## src/rtl/irq_accept_pkg.sv

```systemverilog
package irq_accept_pkg;

  typedef enum logic [1:0] {
    TK_NONE  = 2'd0,
    TK_RESET = 2'd1,
    TK_NMI   = 2'd2,
    TK_LEVEL = 2'd3
  } take_kind_e;

  typedef enum logic [1:0] {
    SZ_BYTE = 2'd0,
    SZ_HALF = 2'd1,
    SZ_WORD = 2'd2,
    SZ_RSVD = 2'd3
  } bus_size_e;

  localparam int unsigned VEC_STRIDE = 4;

endpackage

```

## src/rtl/irq_pending.sv

```systemverilog
module irq_pending #(
  parameter int unsigned LVL_W = 3
) (
  input  logic             clk,
  input  logic             rst_n,
  input  logic             rst_req_i,
  input  logic             nmi_req_i,
  input  logic             lvl_we_i,
  input  logic [LVL_W-1:0] lvl_i,
  input  logic             clr_rst_i,
  input  logic             clr_nmi_i,
  output logic             rst_pend_o,
  output logic             nmi_pend_o,
  output logic [LVL_W-1:0] lvl_pend_o
);

  // A new pulse wins over a clear in the same cycle, so no request is lost.
  always_ff @(posedge clk or negedge rst_n) begin
    if (!rst_n) begin
      rst_pend_o <= 1'b0;
      nmi_pend_o <= 1'b0;
      lvl_pend_o <= '1;
    end else begin
      rst_pend_o <= rst_req_i | (rst_pend_o & ~clr_rst_i);
      nmi_pend_o <= nmi_req_i | (nmi_pend_o & ~clr_nmi_i);
      if (lvl_we_i) lvl_pend_o <= lvl_i;
    end
  end

endmodule

```

## src/rtl/irq_vec_regs.sv

```systemverilog
module irq_vec_regs
  import irq_accept_pkg::*;
#(
  parameter int unsigned LVL_W      = 3,
  parameter int unsigned DATA_W     = 16,
  parameter int unsigned ADDR_W     = 32,
  parameter logic [31:0] BASE_ADDR  = 32'h2000_0000,
  parameter int unsigned MEMCTL_OFF = 32'h20,
  parameter int unsigned MODE_OFF   = 32'h40,
  parameter logic [15:0] MEMCTL_VAL = 16'h0000,
  parameter logic [15:0] MODE_VAL   = 16'h0000
) (
  input  logic                                     clk,
  input  logic                                     rst_n,
  input  logic                                     bus_req_i,
  input  logic                                     bus_wr_i,
  input  logic [1:0]                               bus_size_i,
  input  logic [ADDR_W-1:0]                        bus_addr_i,
  input  logic [DATA_W-1:0]                        bus_wdata_i,
  output logic [DATA_W-1:0]                        bus_rdata_o,
  output logic                                     bus_rvalid_o,
  output logic [(1<<LVL_W)-2:0][DATA_W-1:0]        vec_o
);

  localparam int unsigned NUM_LVL = (1 << LVL_W) - 1;

  if (BASE_ADDR[1:0] != 2'b00) begin : g_bad_base
    $error("irq_vec_regs: BASE_ADDR must be 4-byte aligned");
  end

  logic [ADDR_W-1:0]  offset;
  logic [NUM_LVL-1:0] hit_vec;
  logic               hit_memctl;
  logic               hit_mode;
  logic               wr_half;
  logic [DATA_W-1:0]  rd_mux;
  logic [DATA_W-1:0]  vec_q [NUM_LVL];

  assign offset     = bus_addr_i - ADDR_W'(BASE_ADDR);
  assign hit_memctl = (offset == ADDR_W'(MEMCTL_OFF));
  assign hit_mode   = (offset == ADDR_W'(MODE_OFF));
  assign wr_half    = bus_req_i && bus_wr_i && (bus_size_i == SZ_HALF);

  for (genvar n = 0; n < NUM_LVL; n++) begin : g_vec
    assign hit_vec[n] = (offset == ADDR_W'(n * VEC_STRIDE));

    always_ff @(posedge clk or negedge rst_n) begin
      if (!rst_n)                     vec_q[n] <= '0;
      else if (wr_half && hit_vec[n]) vec_q[n] <= bus_wdata_i;
    end

    assign vec_o[n] = vec_q[n];
  end

  always_comb begin
    rd_mux = '0;
    for (int n = 0; n < NUM_LVL; n++) begin
      if (hit_vec[n]) rd_mux = vec_q[n];
    end
    if (hit_memctl) rd_mux = DATA_W'(MEMCTL_VAL);
    if (hit_mode)   rd_mux = DATA_W'(MODE_VAL);
  end

  always_ff @(posedge clk or negedge rst_n) begin
    if (!rst_n) begin
      bus_rdata_o  <= '0;
      bus_rvalid_o <= 1'b0;
    end else begin
      bus_rvalid_o <= bus_req_i && !bus_wr_i;
      if (bus_req_i && !bus_wr_i) bus_rdata_o <= rd_mux;
    end
  end

endmodule

```

## src/rtl/irq_arbiter.sv

```systemverilog
module irq_arbiter
  import irq_accept_pkg::*;
#(
  parameter int unsigned LVL_W    = 3,
  parameter int unsigned DATA_W   = 16,
  parameter int unsigned PC_W     = 32,
  parameter logic [31:0] VEC_BASE = 32'h4000_0000,
  parameter logic [31:0] NMI_PC   = 32'h4000_0008,
  parameter logic [31:0] RST_PC   = 32'h4000_0000
) (
  input  logic                              clk,
  input  logic                              rst_n,
  input  logic                              rst_pend_i,
  input  logic                              nmi_pend_i,
  input  logic [LVL_W-1:0]                  lvl_pend_i,
  input  logic [LVL_W-1:0]                  cur_mask_i,
  input  logic [(1<<LVL_W)-2:0][DATA_W-1:0] vec_i,
  output logic                              clr_rst_o,
  output logic                              clr_nmi_o,
  output logic                              take_o,
  output logic [1:0]                        take_kind_o,
  output logic [PC_W-1:0]                   take_pc_o,
  output logic [LVL_W-1:0]                  new_mask_o,
  output logic                              ack_valid_o,
  output logic [LVL_W-1:0]                  ack_level_o
);

  localparam int unsigned NUM_LVL = (1 << LVL_W) - 1;

  take_kind_e        kind_d;
  logic [DATA_W-1:0] vec_sel;
  logic [PC_W-1:0]   pc_d;
  logic [LVL_W-1:0]  mask_d;

  always_comb begin
    vec_sel = '0;
    for (int n = 0; n < NUM_LVL; n++) begin
      if (lvl_pend_i == LVL_W'(n)) vec_sel = vec_i[n];
    end
  end

  // The cycle right after a take is a quiet cycle: the core is loading
  // its new mask, so no decision is made on a stale mask value.
  always_comb begin
    kind_d = TK_NONE;
    if (!take_o) begin
      if (rst_pend_i)                     kind_d = TK_RESET;
      else if (nmi_pend_i)                kind_d = TK_NMI;
      else if (lvl_pend_i < cur_mask_i)   kind_d = TK_LEVEL;
    end
  end

  always_comb begin
    unique case (kind_d)
      TK_RESET: pc_d = PC_W'(RST_PC);
      TK_NMI:   pc_d = PC_W'(NMI_PC);
      TK_LEVEL: pc_d = PC_W'(VEC_BASE) + PC_W'(vec_sel);
      default:  pc_d = '0;
    endcase
    mask_d = (kind_d == TK_LEVEL) ? lvl_pend_i : cur_mask_i;
  end

  assign clr_rst_o = (kind_d == TK_RESET);
  assign clr_nmi_o = (kind_d == TK_NMI);

  always_ff @(posedge clk or negedge rst_n) begin
    if (!rst_n) begin
      take_o      <= 1'b0;
      take_kind_o <= TK_NONE;
      take_pc_o   <= '0;
      new_mask_o  <= '0;
      ack_valid_o <= 1'b0;
      ack_level_o <= '0;
    end else begin
      take_o      <= (kind_d != TK_NONE);
      take_kind_o <= kind_d;
      take_pc_o   <= pc_d;
      new_mask_o  <= (kind_d != TK_NONE) ? mask_d : '0;
      ack_valid_o <= (kind_d == TK_LEVEL);
      ack_level_o <= (kind_d == TK_LEVEL) ? lvl_pend_i : '0;
    end
  end

endmodule

```

## src/rtl/irq_accept_unit.sv

```systemverilog
module irq_accept_unit #(
  parameter int unsigned LVL_W      = 3,
  parameter int unsigned DATA_W     = 16,
  parameter int unsigned ADDR_W     = 32,
  parameter int unsigned PC_W       = 32,
  parameter logic [31:0] BASE_ADDR  = 32'h2000_0000,
  parameter logic [31:0] VEC_BASE   = 32'h4000_0000,
  parameter logic [31:0] NMI_PC     = 32'h4000_0008,
  parameter logic [31:0] RST_PC     = 32'h4000_0000,
  parameter int unsigned MEMCTL_OFF = 32'h20,
  parameter int unsigned MODE_OFF   = 32'h40,
  parameter logic [15:0] MEMCTL_VAL = 16'h0000,
  parameter logic [15:0] MODE_VAL   = 16'h0000
) (
  input  logic              clk,
  input  logic              rst_n,
  input  logic              rst_req_i,
  input  logic              nmi_req_i,
  input  logic              lvl_we_i,
  input  logic [LVL_W-1:0]  lvl_i,
  input  logic [LVL_W-1:0]  cur_mask_i,
  input  logic              bus_req_i,
  input  logic              bus_wr_i,
  input  logic [1:0]        bus_size_i,
  input  logic [ADDR_W-1:0] bus_addr_i,
  input  logic [DATA_W-1:0] bus_wdata_i,
  output logic [DATA_W-1:0] bus_rdata_o,
  output logic              bus_rvalid_o,
  output logic              take_o,
  output logic [1:0]        take_kind_o,
  output logic [PC_W-1:0]   take_pc_o,
  output logic [LVL_W-1:0]  new_mask_o,
  output logic              ack_valid_o,
  output logic [LVL_W-1:0]  ack_level_o
);

  localparam int unsigned NUM_LVL = (1 << LVL_W) - 1;

  logic                            rst_pend;
  logic                            nmi_pend;
  logic [LVL_W-1:0]                lvl_pend;
  logic                            clr_rst;
  logic                            clr_nmi;
  logic [NUM_LVL-1:0][DATA_W-1:0]  vec;

  irq_pending #(.LVL_W(LVL_W)) u_pend (
    .clk        (clk),
    .rst_n      (rst_n),
    .rst_req_i  (rst_req_i),
    .nmi_req_i  (nmi_req_i),
    .lvl_we_i   (lvl_we_i),
    .lvl_i      (lvl_i),
    .clr_rst_i  (clr_rst),
    .clr_nmi_i  (clr_nmi),
    .rst_pend_o (rst_pend),
    .nmi_pend_o (nmi_pend),
    .lvl_pend_o (lvl_pend)
  );

  irq_vec_regs #(
    .LVL_W      (LVL_W),
    .DATA_W     (DATA_W),
    .ADDR_W     (ADDR_W),
    .BASE_ADDR  (BASE_ADDR),
    .MEMCTL_OFF (MEMCTL_OFF),
    .MODE_OFF   (MODE_OFF),
    .MEMCTL_VAL (MEMCTL_VAL),
    .MODE_VAL   (MODE_VAL)
  ) u_regs (
    .clk          (clk),
    .rst_n        (rst_n),
    .bus_req_i    (bus_req_i),
    .bus_wr_i     (bus_wr_i),
    .bus_size_i   (bus_size_i),
    .bus_addr_i   (bus_addr_i),
    .bus_wdata_i  (bus_wdata_i),
    .bus_rdata_o  (bus_rdata_o),
    .bus_rvalid_o (bus_rvalid_o),
    .vec_o        (vec)
  );

  irq_arbiter #(
    .LVL_W    (LVL_W),
    .DATA_W   (DATA_W),
    .PC_W     (PC_W),
    .VEC_BASE (VEC_BASE),
    .NMI_PC   (NMI_PC),
    .RST_PC   (RST_PC)
  ) u_arb (
    .clk         (clk),
    .rst_n       (rst_n),
    .rst_pend_i  (rst_pend),
    .nmi_pend_i  (nmi_pend),
    .lvl_pend_i  (lvl_pend),
    .cur_mask_i  (cur_mask_i),
    .vec_i       (vec),
    .clr_rst_o   (clr_rst),
    .clr_nmi_o   (clr_nmi),
    .take_o      (take_o),
    .take_kind_o (take_kind_o),
    .take_pc_o   (take_pc_o),
    .new_mask_o  (new_mask_o),
    .ack_valid_o (ack_valid_o),
    .ack_level_o (ack_level_o)
  );

endmodule

```

## config.mk

```make
export PLATFORM = sky130hd
export DESIGN_NAME = irq_accept_unit
export DESIGN_NICKNAME = d
export VERILOG_FILES = /design/src/rtl/irq_accept_pkg.sv /design/src/rtl/irq_pending.sv /design/src/rtl/irq_vec_regs.sv /design/src/rtl/irq_arbiter.sv /design/src/rtl/irq_accept_unit.sv
export SDC_FILE = /design/constraint.sdc
export NUM_CORES = 1
export LEC_CHECK = 0
export BUFFER_PORTS_ARGS = -buffer_cell sky130_fd_sc_hd__buf_2
export CAP_MARGIN = 20
export CORE_UTILIZATION = 26
export CTS_BUF_LIST = sky130_fd_sc_hd__clkbuf_2 sky130_fd_sc_hd__clkbuf_4 sky130_fd_sc_hd__clkbuf_8
export DETAILED_ROUTE_END_ITERATION = 12
export GPL_TIMING_DRIVEN = 0
export SLEW_MARGIN = 10
export SYNTH_ARGS = -nofsm -noshare
export SYNTH_HDL_FRONTEND = slang
export SYNTH_SLANG_ARGS = --single-unit
```

## constraint.sdc

```tcl
create_clock -name clk -period 4 [get_ports clk]
set_input_delay 0.4 -clock clk [delete_from_list [all_inputs] [get_ports clk]]
set_output_delay 0.4 -clock clk [all_outputs]
set_load 0.02 [all_outputs]
```

# Word level (Yosys, flattened, before mapping)
# Index checks and enable logic that the tools add are counted.
# totals
reg_bits	176
input_bits	63
output_inout_bits	59
wordCells	83
# classes
n_addsub	2
n_lt_le_gt_ge	1
n_eq_ne	18
mux	24
n_bitwise	6
n_reduce_logical	14
# ops
operator	n
16-bit two-way mux	16
32-bit by 5-bit == test with 1-bit output, second input constant	3
32-bit case mux with 3 select lines	1
32-bit by 4-bit == test with 1-bit output, second input constant	2
31-bit by 16-bit adder with 32-bit output, first input constant	1
32-bit by 3-bit == test with 1-bit output, second input constant	1
32-bit by 6-bit == test with 1-bit output, second input constant	1
32-bit by 7-bit == test with 1-bit output, second input constant	1
32-bit logical NOT	1
32-bit by 30-bit subtractor with 32-bit output, second input constant	1
1-bit logical AND	10
3-bit == test, second input constant	3
3-bit two-way mux	3
2-bit two-way mux	4
3-bit by 2-bit == test with 1-bit output, second input constant	2
2-bit by 1-bit == test with 1-bit output, second input constant	2
2-bit == test, second input constant	2
3-bit by 1-bit == test with 1-bit output, second input constant	1
3-bit logical NOT	1
3-bit < comparator	1
1-bit bitwise AND	2
1-bit inverter	2
1-bit bitwise OR	2
2-bit nonzero test	1
1-bit logical NOT	1

# Depth between registers and ports, before layout
# depth
depth_word	11
mapped_depth	10
mapped_depth_nobuf	8

# By module
# A second synthesis with hierarchy kept.
# hier_totals
cells_unflattened	679
area_unflattened_um2	8313.0
# modules_own_cells
mod	n_inst	cells_each	area_each_um2	seq_area_each_um2
irq_vec_regs	1	436	6102.1	3228.1
irq_arbiter	1	231	2025.7	650.6
irq_pending	1	12	185.2	128.9

# Worst setup path before layout
# OpenSTA, ideal clock, no wires.
# synth_timing
path_type	input-to-reg
start	input port bus_addr_i[29]
end	register u_regs.vec_q, in the netlist u_regs.vec_o[70]
setup_time_ns	0.125
t_arrival_ns	2.406
t_required_ns	3.875
slack_ns	1.469
stages	10
path_buffers	2
path_cell_list	inv_1 ha_1 and4bb_2 nand3_1 buf_6 nor4_4 nand3_2 nor2_4 buf_12 mux2_4
# synth_via
elab_chain_cells	3
# synth_lines
element	line_no	rtl
start: declaration	irq_accept_unit.sv:25	input logic [ADDR_W-1:0] bus_addr_i,
32-bit by 30-bit subtractor with 32-bit output	irq_vec_regs.sv:39	assign offset = bus_addr_i - ADDR_W'(BASE_ADDR);
32-bit by 5-bit == test with 1-bit output	irq_vec_regs.sv:45	assign hit_vec[n] = (offset == ADDR_W'(n * VEC_STRIDE));
1-bit logical AND	irq_vec_regs.sv:49	else if (wr_half && hit_vec[n]) vec_q[n] <= bus_wdata_i;
end signal: indexed assignment	irq_vec_regs.sv:49	
end: declaration	irq_vec_regs.sv:37	logic [DATA_W-1:0] vec_q [NUM_LVL];
# Every way passes these cells.
# A chain may end at the register's enable or synchronous reset.

# Final worst setup path
# layout_timing
start	register u_pend.lvl_pend_o[0]
end	register u_arb.take_pc_o[15]
# layout_via
elab_chain_cells	10
elab_cells_between_ends	24
classes_between	add/sub: 1; order compare: 1; eq/ne: 9; mux: 12; reduce/logical: 1
# layout_lines
element	line_no	rtl
start: declaration	irq_pending.sv:14	output logic [LVL_W-1:0] lvl_pend_o
start signal: assignment	irq_pending.sv:26	if (lvl_we_i) lvl_pend_o <= lvl_i;
3-bit logical NOT	irq_arbiter.sv:38	if (lvl_pend_i == LVL_W'(n)) vec_sel = vec_i[n];
16-bit two-way mux (7 in a row)	irq_arbiter.sv:38	
31-bit by 16-bit adder with 32-bit output	irq_arbiter.sv:57	TK_LEVEL: pc_d = PC_W'(VEC_BASE) + PC_W'(vec_sel);
32-bit case mux with 3 select lines (*)	irq_arbiter.sv:54	unique case (kind_d)
via u_arb.pc_d[15]	irq_arbiter.sv:32	logic [PC_W-1:0] pc_d;
end signal: assignment	irq_arbiter.sv:77	take_pc_o <= pc_d;
end: declaration	irq_arbiter.sv:22	output logic [PC_W-1:0] take_pc_o,
# Mark *: on every way through the listed nets, which the timed path passes. The rest lies on a longest branch.

==> impl_metrics.yaml <==
global_routing:
  grt_start_max_net_pins: 88
  gr-usage-all-layers: 0.1740
  grt.overflow.total: 0
  antenna_found_initial: 0
  grt_pass1_wl_mm: 41.92
  grt_pass1_vias: 6475
sta:
  hold_violations: 0
  post-route-period-util: 0.8047
  relSlewSlack: 0.3155
  finalSetupViolations: 0
  slew_violations: 0
  worst_slew_pin_slew_ns: 1.027
  fin_ws_ns: 0.7812
  max_freq_mhz: 310.7
  skew_ns: 0.01232
  timing.hold.ws_ns: 0.1230
  rsz0062_at_grt: "no"
  min_period_ns: 3.219
setup_path:
  crit_chain: "clkbuf_1 -> nor2b_1 -> clkbuf_1 -> clkbuf_1 -> a21oi_1 -> o211ai_1 -> o21ai_0 -> nor2_1"
  criticalPathCategory: "register to register"
  crit_arrival_ns: 3.61
  cp_max_fo: 10
  slowest_delay_ns: 0.74
  end_kind: "register"
  cp_num_buf_inv: 3
  crit_required_ns: 4.40
  cp_top_family: "buffers and inverters"
  cpMaxStageDelayCell: "clkbuf_1"
  crit_top_cell: "clkbuf_1"
  start_kind: "register"
synth:
  synth_top_cell_area_share: 0.4713
  syn_avg_cell_area_um2: 11.56
  synthMuxAreaShare: 0.2172
  syn_area_um2: 8335
  synth_commonest_cells: "dfrtp_1 (157), mux2_2 (101), nor2_1 (55)"
  synth_compound_area_frac: 0.1313
  yosysMostFrequentCell: "dfrtp_1"
  synth_top_family_by_area: "multiplexers"
  ys_seq_area_frac: 0.4808
  ys_types: 58
  synth-edff-count: 0
  synthCells: 721
  synth_simple_gate_area_frac: 0.1139
  synthTopCellsByArea: "dfrtp_1 (47%), mux2_2 (14%), mux2_4 (3.6%)"
  ys.flop_type: "dfrtp_1"
  synthAdderAreaFrac: 0.004503
  ys_ff_latch: 160
  yosysWarnings: 0
  async_reset_ff_frac: 1.000
  synth_largest_area_cell: "dfrtp_1"
  synth_xor_area_frac: 0.002101
floorplan:
  die_area_um2: 32780
  ioPinCount: 122
  initial_core_util: 0.2642
  die_w_um: 181.1
  num_rows: 65
  core_um2: 31560
  die_y_um: 181.1
placed_design:
  place_area_um2: 9454
  place_ws_ns: 0.8937
  hpwl_mm: 18.83
  gp_congestion: 0.8982
  port_buffers: 105
final_layout:
  drive_above_1_share: 0.3654
  syn_to_final_growth_pct: 18.84
  final_util: 0.3139
  design_area_um2: 9906
  antenna_cells: 0
  final_nets: 927
clock_tree:
  root_buffer: "clkbuf_8"
  clkTransAtPathRegs_ns: 0.09
  clk_latency_ns: 0.46
  cts_sinks: 160
  ctsLongestPathBuffers: 2
  cts_tree: "done"
  cts_max_level: 4
  cts_buffers: 17
  cts_resized: 0
route:
  wl_per_cell_um: 21.84
  first_pass_iters: 5
  via_per_inst: 5.094
  drt_wl_total_mm: 27.85
  drc: 0
  drtAntennaViolNets: 0
  num_vias: 6495
  dr.first_iter.drc_count: 562
pwr:
  ir_worst_vdd_mv: 0.2274
  p_total_mw: 3.476
  powerDensity_nw_per_um2: 350.9
  swShare: 0.2745
  p_leak_nw: 4.715
  power_frac_comb: 0.130
  p_sw_uw: 954.1
  power_frac_seq: 0.483
  p_clk_frac: 0.387
  p_int_mw: 2.522
hold_path:
  hold_class: "primary input to register"
outcome:
  status: "completed"
flow_run:
  drv_cap: 0
cells by family after synthesis:
logic type,count (synthesis)
buffers and inverters,77
and+or+nand+nor,162
xor gates and xnor gates,2
adders and majority gates,3
AOI/OAI and AO/OA,166
other,1
DFF,160
muxes,150
area by class of cell:
type,count,area (um2)
Tap cell,402,503.0
Timing Repair Buffer,107,573.1
Multi-Input combinational cell,498,3966
Clock buffer,21,282.8
Sequential cell,160,4008
Inverter,14,52.55
Buffer,63,361.6
Clock inverter,10,158.9
Fill cell,3240,21650
cell usage in the layout (no fill, tap or decap), types with 4 or more instances in the layout:
cell	Yosys	routed
a211oi_1	8	8
a21oi_1	37	37
a221oi_1	12	12
a22o_1	25	25
a2bb2oi_1	13	13
buf_2	8	112
buf_4	16	16
bufinv_16	0	4
clkbuf_1	31	31
clkbuf_8	0	20
conb_1	1	15
dfrtp_1	157	157
inv_1	14	14
mux2_1	6	6
mux2_2	101	101
mux2_4	20	20
mux2i_1	17	17
mux4_2	6	6
nand2_1	39	39
nand2b_1	8	8
nand3_1	12	12
nand3_2	6	6
nor2_1	55	55
nor2b_1	6	6
nor3b_1	7	7
nor4_2	5	5
nor4_4	6	6
o211ai_1	6	6
o21ai_0	43	43
o21ai_1	9	9
registers in the layout (all words and copies together) (netlist names):
signal	flops
u_regs.vec_o	112
u_arb.take_pc_o	17
u_regs.bus_rdata_o	16
u_arb.ack_level_o	3
u_arb.new_mask_o	3
u_pend.lvl_pend_o	3
u_arb.take_kind_o	2
u_arb.ack_valid_o	1
u_pend.nmi_pend_o	1
u_pend.rst_pend_o	1
u_regs.bus_rvalid_o	1
stage by stage:
step	cells	setup TNS (ns)
floorplan	735	0
global placement	1242	-2.402
detailed placement	1243	0
CTS	1275	0
global route	1275	0
finish	1275	0
worst reg2reg max path: cells and delay by family (launching register included):
kind,cells,cell delay [ns]
AND/OR/NAND/NOR,2,0.33
flip-flops,1,0.52
buffers and inverters,3,1.70
AO/OA/AOI/OAI,3,0.61
layer usage:
metal  GRT usage  wire length, um  vias to the layer above
met5           0                0                        -
met4     0.04983              565                        0
met3     0.04556             2042                       41
met2      0.2710            12690                      260
met1      0.2369            12560                     3309
li1            -                -                     2885
repair_timing:
item / in CTS / in global routing
setup buffers: 0 / 0
hold buffers: 1 / 0
endpoints found under the hold margin: 72 / 0
power by group through the flow:
| stage | clock [mW] | combinational [mW] | sequential [mW] |
|---|---|---|---|
| global route | 1.44 | 0.483 | 1.68 |
| finish | 1.35 | 0.451 | 1.68 |
| floorplan | 0 | 0.192 | 1.75 |
| CTS | 1.36 | 0.449 | 1.68 |
| detailed placement | 0 | 0.446 | 1.71 |
| global placement | 0 | 0.439 | 1.71 |
worst paths after layout:
| path | startpoint | to | slack [ns] | cells past startpoint |
|---|---|---|---|---|
| setup / recovery | u_pend.lvl_pend_o[0]$_DFFE_PN1P_ | u_arb.take_pc_o[15]$_DFF_PN0_ | 0.78 | 8 |
| hold / removal | rst_req_i | u_pend.rst_pend_o$_DFF_PN0_ | 0.12 | 2 |
| setup reg to reg | u_pend.lvl_pend_o[0]$_DFFE_PN1P_ | u_arb.take_pc_o[15]$_DFF_PN0_ | 0.78 | 8 |
| hold reg to reg | u_regs.bus_rdata_o[12]$_DFFE_PN0P_ | u_regs.bus_rdata_o[12]$_DFFE_PN0P_ | 0.50 | 2 |
| max in group asynchronous | rst_n | u_regs.vec_o[15]$_DFFE_PN0P_ | 2.62 | 3 |
| min in group asynchronous | rst_n | u_arb.ack_level_o[1]$_DFF_PN0_ | 0.49 | 2 |
(Power assumes the default switching activity.)
